## src/rtl/dbgc_pkg.sv

```systemverilog
package dbgc_pkg;
    localparam int NEV = 13;
    localparam int NTRG = 7;
    localparam int E_IAC1 = 0;
    localparam int E_IAC3 = 2;
    localparam int E_DAC1R = 4;
    localparam int E_DAC1W = 6;
    localparam int E_EXT1 = 8;
    localparam int E_EXT2 = 9;
    localparam int E_ICMP = 10;
    localparam int T_CNT2 = 6;
    localparam int CFG_MODE_BIT = 16;
    localparam int CFG_TRG_LSB = 17;
    localparam logic [1:0] A_CFG1 = 2'd0;
    localparam logic [1:0] A_CFG2 = 2'd1;
    localparam logic [1:0] A_CNT  = 2'd2;
    localparam logic [1:0] A_STAT = 2'd3;
    // counter 2 may use every event up to instruction complete
    localparam logic [NEV-1:0] C2_ALLOWED = NEV'((1 << (E_ICMP + 1)) - 1);

    typedef enum logic [1:0] {
        TRG_OFF   = 2'd0,
        TRG_ARMED = 2'd1,
        TRG_FIRED = 2'd2
    } trg_state_e;

    function automatic logic [NEV-1:0] trg_to_evt(input logic [NTRG-1:0] t);
        logic [NEV-1:0] m;
        m = '0;
        m[E_IAC1]  = t[0];
        m[E_IAC3]  = t[1];
        m[E_DAC1R] = t[2];
        m[E_DAC1W] = t[3];
        m[E_EXT1]  = t[4];
        m[E_EXT2]  = t[5];
        return m;
    endfunction
endpackage

```

## src/rtl/dbgc_evt_acc.sv

```systemverilog
module dbgc_evt_acc #(
    parameter int NEV = 13
) (
    input  logic           clk,
    input  logic           rst_n,
    input  logic [NEV-1:0] evt,
    input  logic           done,
    input  logic           abort,
    output logic [NEV-1:0] seen,
    output logic           fire
);
    logic [NEV-1:0] pend_q;

    always_ff @(posedge clk or negedge rst_n) begin
        if (!rst_n)
            pend_q <= '0;
        else if (done || abort)
            pend_q <= '0;
        else
            pend_q <= pend_q | evt;
    end

    always_comb begin
        seen = pend_q | evt;
        fire = done && !abort;
    end
endmodule

```

## src/rtl/dbgc_trig_fsm.sv

```systemverilog
module dbgc_trig_fsm
    import dbgc_pkg::*;
(
    input  logic       clk,
    input  logic       rst_n,
    input  logic       cfg_wr,
    input  logic       cfg_trg_any,
    input  logic       stat_clr,
    input  logic       trig_hit,
    output trg_state_e state,
    output logic       c1_run,
    output logic       trig_status
);
    trg_state_e state_q, state_d;

    always_ff @(posedge clk or negedge rst_n) begin
        if (!rst_n)
            state_q <= TRG_OFF;
        else
            state_q <= state_d;
    end

    always_comb begin
        state_d = state_q;
        if (cfg_wr) begin
            state_d = cfg_trg_any ? TRG_ARMED : TRG_OFF;
        end else begin
            unique case (state_q)
                TRG_OFF:   state_d = TRG_OFF;
                TRG_ARMED: if (trig_hit) state_d = TRG_FIRED;
                TRG_FIRED: if (stat_clr) state_d = TRG_ARMED;
                default:   state_d = TRG_OFF;
            endcase
        end
    end

    always_comb begin
        state       = state_q;
        c1_run      = 1'b1;
        trig_status = 1'b0;
        unique case (state_q)
            TRG_OFF:   c1_run = 1'b1;
            TRG_ARMED: c1_run = 1'b0;
            TRG_FIRED: trig_status = 1'b1;
            default:   c1_run = 1'b1;
        endcase
    end
endmodule

```

## src/rtl/dbgc_down_cnt.sv

```systemverilog
module dbgc_down_cnt #(
    parameter int W = 16
) (
    input  logic         clk,
    input  logic         rst_n,
    input  logic         ld,
    input  logic [W-1:0] ld_val,
    input  logic         dec,
    input  logic         wrap_ok,
    output logic [W-1:0] cnt,
    output logic         borrow
);
    logic [W-1:0] cnt_q;
    logic         is_zero;

    assign is_zero = (cnt_q == '0);

    always_ff @(posedge clk or negedge rst_n) begin
        if (!rst_n)
            cnt_q <= '0;
        else if (ld)
            cnt_q <= ld_val;
        else if (dec && !is_zero)
            cnt_q <= cnt_q - W'(1);
        else if (dec && wrap_ok)
            cnt_q <= '1;
    end

    assign cnt    = cnt_q;
    assign borrow = dec && !ld && is_zero && wrap_ok;
endmodule

```

## src/rtl/dbg_event_counter.sv

```systemverilog
module dbg_event_counter
    import dbgc_pkg::*;
#(
    parameter int CW = 16
) (
    input  logic            clk,
    input  logic            rst_n,
    input  logic            dbg_en,
    input  logic            instr_done,
    input  logic            instr_abort,
    input  logic [NEV-1:0]  evt,
    input  logic            wr_en,
    input  logic [1:0]      wr_addr,
    input  logic [2*CW-1:0] wr_data,
    output logic [2*CW-1:0] cnt_out,
    output logic            trig_status,
    output logic            c1_expire,
    output logic            c2_expire
);
    localparam int DW = 2 * CW;

    logic [NEV-1:0]  c1_en_q, c2_en_q, seen;
    logic [NTRG-1:0] trg_en_q;
    logic            comb_q, fire, c1_run, trig_hit;
    logic            wr_cfg1, wr_cfg2, wr_cnt, wr_stat;
    logic            c1_dec, c2_dec, hi_dec, lo_dec, lo_wrap, lo_borrow, hi_borrow;
    logic [CW-1:0]   hi_cnt, lo_cnt;
    logic            e1_q, e2_q;
    trg_state_e      trg_state;

    assign wr_cfg1 = wr_en && (wr_addr == A_CFG1);
    assign wr_cfg2 = wr_en && (wr_addr == A_CFG2);
    assign wr_cnt  = wr_en && (wr_addr == A_CNT);
    assign wr_stat = wr_en && (wr_addr == A_STAT) && wr_data[0];

    always_ff @(posedge clk or negedge rst_n) begin
        if (!rst_n) begin
            c1_en_q  <= '0;
            c2_en_q  <= '0;
            trg_en_q <= '0;
            comb_q   <= 1'b0;
        end else begin
            if (wr_cfg1) begin
                c1_en_q  <= wr_data[NEV-1:0];
                comb_q   <= wr_data[CFG_MODE_BIT];
                trg_en_q <= wr_data[CFG_TRG_LSB +: NTRG];
            end
            if (wr_cfg2)
                c2_en_q <= wr_data[NEV-1:0];
        end
    end

    dbgc_evt_acc #(.NEV(NEV)) u_acc (
        .clk   (clk),
        .rst_n (rst_n),
        .evt   (evt),
        .done  (instr_done),
        .abort (instr_abort),
        .seen  (seen),
        .fire  (fire)
    );

    assign trig_hit = (fire && |(seen & trg_to_evt(trg_en_q)))
                   || (trg_en_q[T_CNT2] && e2_q);

    dbgc_trig_fsm u_fsm (
        .clk         (clk),
        .rst_n       (rst_n),
        .cfg_wr      (wr_cfg1),
        .cfg_trg_any (|wr_data[CFG_TRG_LSB +: NTRG]),
        .stat_clr    (wr_stat),
        .trig_hit    (trig_hit),
        .state       (trg_state),
        .c1_run      (c1_run),
        .trig_status (trig_status)
    );

    assign c1_dec = fire && dbg_en && c1_run && !wr_cnt && |(seen & c1_en_q);
    assign c2_dec = fire && dbg_en && !comb_q && !wr_cnt
                 && |(seen & c2_en_q & C2_ALLOWED);

    assign lo_dec  = comb_q ? c1_dec : c2_dec;
    assign lo_wrap = comb_q && (hi_cnt != '0);
    assign hi_dec  = comb_q ? lo_borrow : c1_dec;

    dbgc_down_cnt #(.W(CW)) u_lo (
        .clk    (clk),
        .rst_n  (rst_n),
        .ld     (wr_cnt),
        .ld_val (wr_data[CW-1:0]),
        .dec    (lo_dec),
        .wrap_ok(lo_wrap),
        .cnt    (lo_cnt),
        .borrow (lo_borrow)
    );

    dbgc_down_cnt #(.W(CW)) u_hi (
        .clk    (clk),
        .rst_n  (rst_n),
        .ld     (wr_cnt),
        .ld_val (wr_data[DW-1:CW]),
        .dec    (hi_dec),
        .wrap_ok(1'b0),
        .cnt    (hi_cnt),
        .borrow (hi_borrow)
    );

    always_ff @(posedge clk or negedge rst_n) begin
        if (!rst_n) begin
            e1_q <= 1'b0;
            e2_q <= 1'b0;
        end else begin
            e1_q <= comb_q ? (c1_dec && ({hi_cnt, lo_cnt} == DW'(1)))
                           : (c1_dec && (hi_cnt == CW'(1)));
            e2_q <= c2_dec && (lo_cnt == CW'(1));
        end
    end

    assign cnt_out   = {hi_cnt, lo_cnt};
    assign c1_expire = e1_q;
    assign c2_expire = e2_q;
endmodule

```

## config.mk

```make
export PLATFORM = sky130hd
export DESIGN_NAME = dbg_event_counter
export DESIGN_NICKNAME = d
export VERILOG_FILES = /design/src/rtl/dbgc_pkg.sv /design/src/rtl/dbgc_evt_acc.sv /design/src/rtl/dbgc_trig_fsm.sv /design/src/rtl/dbgc_down_cnt.sv /design/src/rtl/dbg_event_counter.sv
export SDC_FILE = /design/constraint.sdc
export NUM_CORES = 1
export LEC_CHECK = 0
export CAP_MARGIN = 5
export CORE_MARGIN = 4
export CORE_UTILIZATION = 46
export DETAILED_ROUTE_END_ITERATION = 10
export HOLD_SLACK_MARGIN = 0.05
export PLACE_DENSITY = 0.72
export SLEW_MARGIN = 30
export SYNTH_ARGS = -nofsm -noshare
export SYNTH_HDL_FRONTEND = slang
export SYNTH_SLANG_ARGS = --single-unit
```

## constraint.sdc

```tcl
create_clock -name clk -period 2.4 [get_ports clk]
set_clock_uncertainty 0.1 [all_clocks]
set_input_delay 0.48 -clock clk [delete_from_list [all_inputs] [get_ports clk]]
set_output_delay 0.48 -clock clk [all_outputs]
set_load 0.01 [all_outputs]
```

==> results.sh <==
export IMPL_status="finished, violations left"
export IMPL_violations="setup timing"
export IMPL_synth_nets=492
export IMPL_grt_pass1_wl_um=18390
export IMPL_synthesis_area_um2=4143
export IMPL_syn_inst=434
export IMPL_critical_path_endpoint_type="register"
export IMPL_vias=3807
export IMPL_yosysWarnings=0
export IMPL_dp_hpwl_um=8423
export IMPL_synthArstFlopShare_pct=100.0
export IMPL_globalplace_congestion=0.8715
export IMPL_synth_edf_count=0
export IMPL_grt_util_met3_pct=3.045
export IMPL_finalSetupViolCount=1
export IMPL_layout_min_cycle_time_ns=2.427
export IMPL_gr_usage_met2_pct=37.30
export IMPL_grt_pass1_vias=3745
export IMPL_antenna_found_initial=0
export IMPL_whs_ns=0.4029
export IMPL_timing_setup_tns_ns=-0.02700
export IMPL_grtUsageMet1_pct=30.58
export IMPL_area_delta_synth_final_pct=41.35
export IMPL_drive_gt1_share_pct=22.74
export IMPL_htreeDepth=3
export IMPL_final_net_count=629
export IMPL_numPortBuffers=87
export IMPL_hold_class="reg2reg"
export IMPL_finalHoldViolCount=0
export IMPL_routedWlPerCell_um=16.65
export IMPL_die_w_um=102.9
export IMPL_drtIter0Drc=196
export IMPL_avgSynthCellArea_um2=9.545
export IMPL_total_power_mw=4.481
export IMPL_arrival_ns=2.61
export IMPL_synth_area_leaders="dfrtp_1, mux2_2, o21ai_0"
export IMPL_ys_types=45
export IMPL_via_per_inst=5.566
export IMPL_drv_slew=0
export IMPL_synth_top_area_share_pct=48.93
export IMPL_fin_ws_ns=-0.02700
export IMPL_rsz0062_at_grt="true"
export IMPL_power_density_nw_per_um2=765.2
export IMPL_max_stage_delay_ns=0.56
export IMPL_cts_root_buf="clkbuf_8"
export IMPL_wirelength_um=11390
export IMPL_cap_viol_max_count=0
export IMPL_antennaDiodeCount=0
export IMPL_final_area_um2=5856
export IMPL_drt_antenna_violating_nets=0
export IMPL_cp_max_fo=4
export IMPL_path_cells="or4_4 > nor2_4 > a31oi_4 > a211oi_4 > nand4_1 > or3b_1 > a31oi_1"
export IMPL_start_util_pct=47.27
export IMPL_clk_path_buf_depth=2
export IMPL_clkSlewWorstSetupHoldPaths_ns=0.10
export IMPL_synth_top_area_cell="dfrtp_1"
export IMPL_post_route_period_util_pct=101.1
export IMPL_grt_usage_pct=22.25
export IMPL_dp_slack_ns=-0.3834
export IMPL_p_leak_nw=2.419
export IMPL_ys_flop_type="dfrtp_1"
export IMPL_critPathKind="reg2reg"
export IMPL_die_h_um=102.9
export IMPL_ys_ff_latch=81
export IMPL_core_um2=8763
export IMPL_crit_slowest_cell="or4_4"
export IMPL_max_slew_margin_pct=57.80
export IMPL_fmax_mhz=412.0
export IMPL_top_usage_layer="met2"
export IMPL_synth_seq_area_share_pct=48.93
export IMPL_firstDrtPassIters=4
export IMPL_grt_overflow=0
export IMPL_io_pins=88
export IMPL_dieArea_um2=10590
export IMPL_multi_input_area_um2=2123
export IMPL_crit_required_ns=2.58
export IMPL_grt_max_degree=62
export IMPL_cts_buffers=9
export IMPL_cts_tree="done"
export IMPL_cts_sinks=81
export IMPL_worst_slew_pin_slew_ns=0.6272
export IMPL_placed_cell_area_um2=5474
export IMPL_nFillCells=716
export IMPL_num_rows=34
export IMPL_worstSkewPairLatency_ns=0.35
export IMPL_drc=0
export IMPL_seqCellArea_um2=2027
export IMPL_start_kind="register"
export IMPL_ir_worst_vdd_mv=0.3302
## report_power, final
group          switching [mW]  internal (mW)
Clock                   0.571          0.409
Combinational           0.753          0.870
Sequential              0.236           1.64
Total                    1.56           2.92
## layer usage
layer / vias up / routed length (um)
li1: 1840 / -
met1: 1842 / 5056
met2: 114 / 5550
met3: 11 / 666
met4: 0 / 116
met5: - / 0
## final timing paths
path | to | slack, ns | start | depth (start not counted)
min in group asynchronous | u_hi.cnt[8]$_DFFE_PN0P_ | 0.45 | rst_n | 2
worst min-delay path | u_acc.pend_q[12]$_DFF_PN0_ | 0.40 | u_acc.pend_q[12]$_DFF_PN0_ | 2
worst max-delay path | u_hi.cnt[12]$_DFFE_PN0P_ | -0.03 | u_lo.cnt[11]$_DFFE_PN0P_ | 7
worst min register to register | u_acc.pend_q[12]$_DFF_PN0_ | 0.40 | u_acc.pend_q[12]$_DFF_PN0_ | 2
worst max register to register | u_hi.cnt[12]$_DFFE_PN0P_ | -0.03 | u_lo.cnt[11]$_DFFE_PN0P_ | 7
max in group asynchronous | c1_en_q[0]$_DFFE_PN0P_ | 1.15 | rst_n | 3
## stage by stage
stage | utilization (%) | cells
3_5_place_dp | 62.46 | 660
5_1_grt | 66.82 | 684
6_report | 66.82 | 684
3_3_place_gp | 62.46 | 660
2_1_floorplan | - | 434
4_1_cts | 65.32 | 681
## sequential cells by signal, summed over array words and instances (netlist names)
name	cells
c1_en_q	13
c1_expire	1
c2_en_q	11
c2_expire	1
comb_q	1
trg_en_q	7
u_acc.pend_q	13
u_fsm.state	2
u_hi.cnt	16
u_lo.cnt	16
## critical path, delay by kind of cell, from the launching register on
kind	cells	cell delay (ns)
DFF	1	0.40
AOI/OAI and AO/OA	3	0.50
and+or+nand+nor	4	1.37
## cell type report
type | count | area share (%)
Inverter | 11 | 0.7051
Multi-Input combinational cell | 326 | 36.26
Sequential cell | 81 | 34.62
Clock inverter | 7 | 1.154
Timing Repair Buffer | 142 | 22.84
Clock buffer | 9 | 2.115
Tap cell | 108 | 2.308
## synth_stat cells (all sizes together) (5+ instances only)
cell type  instances
ha                 5
mux2              34
clkbuf             9
buf                7
xor2              10
nor3              31
inv               11
o21ai             49
a21o               8
dfrtp             81
nor2b              6
nand4             15
a21oi             18
nor4               5
nor2              55
nand3             19
nand2             25
## cells in the final DEF, fill, tap and decap left out, types with 4 or more instances in the layout
cell and count:
clkdlybuf4s50_1 86, ha_1 5, o21ai_0 46, a21o_1 8, nand4_1 15, clkbuf_8 9
a21oi_1 18, mux2_2 34, xor2_1 10, buf_4 50, nand2_1 25, nand3_1 18
inv_1 11, buf_12 4, nor3_1 29, dfrtp_1 81, nor2_1 51
## what timing repair did
item	4_1_cts	5_1_grt
buffers inserted	4	4
gates resized for setup	1	24
hold buffers	1	0
setup endpoints to repair	5	33
endpoints found under the hold margin	20	0
pin swaps	1	4
## kinds of logic after synthesis
| group | share of synthesized area, % |
|---|---|
| AO/OA/AOI/OAI | 12.90 |
| flip-flops | 48.93 |
| XOR/XNOR | 2.537 |
| buffers and inverters | 2.627 |
| AND/OR/NAND/NOR | 21.53 |
| adder cells (fa/ha/maj) | 1.510 |
| multiplexers | 9.967 |
(Power assumes the default switching activity.)
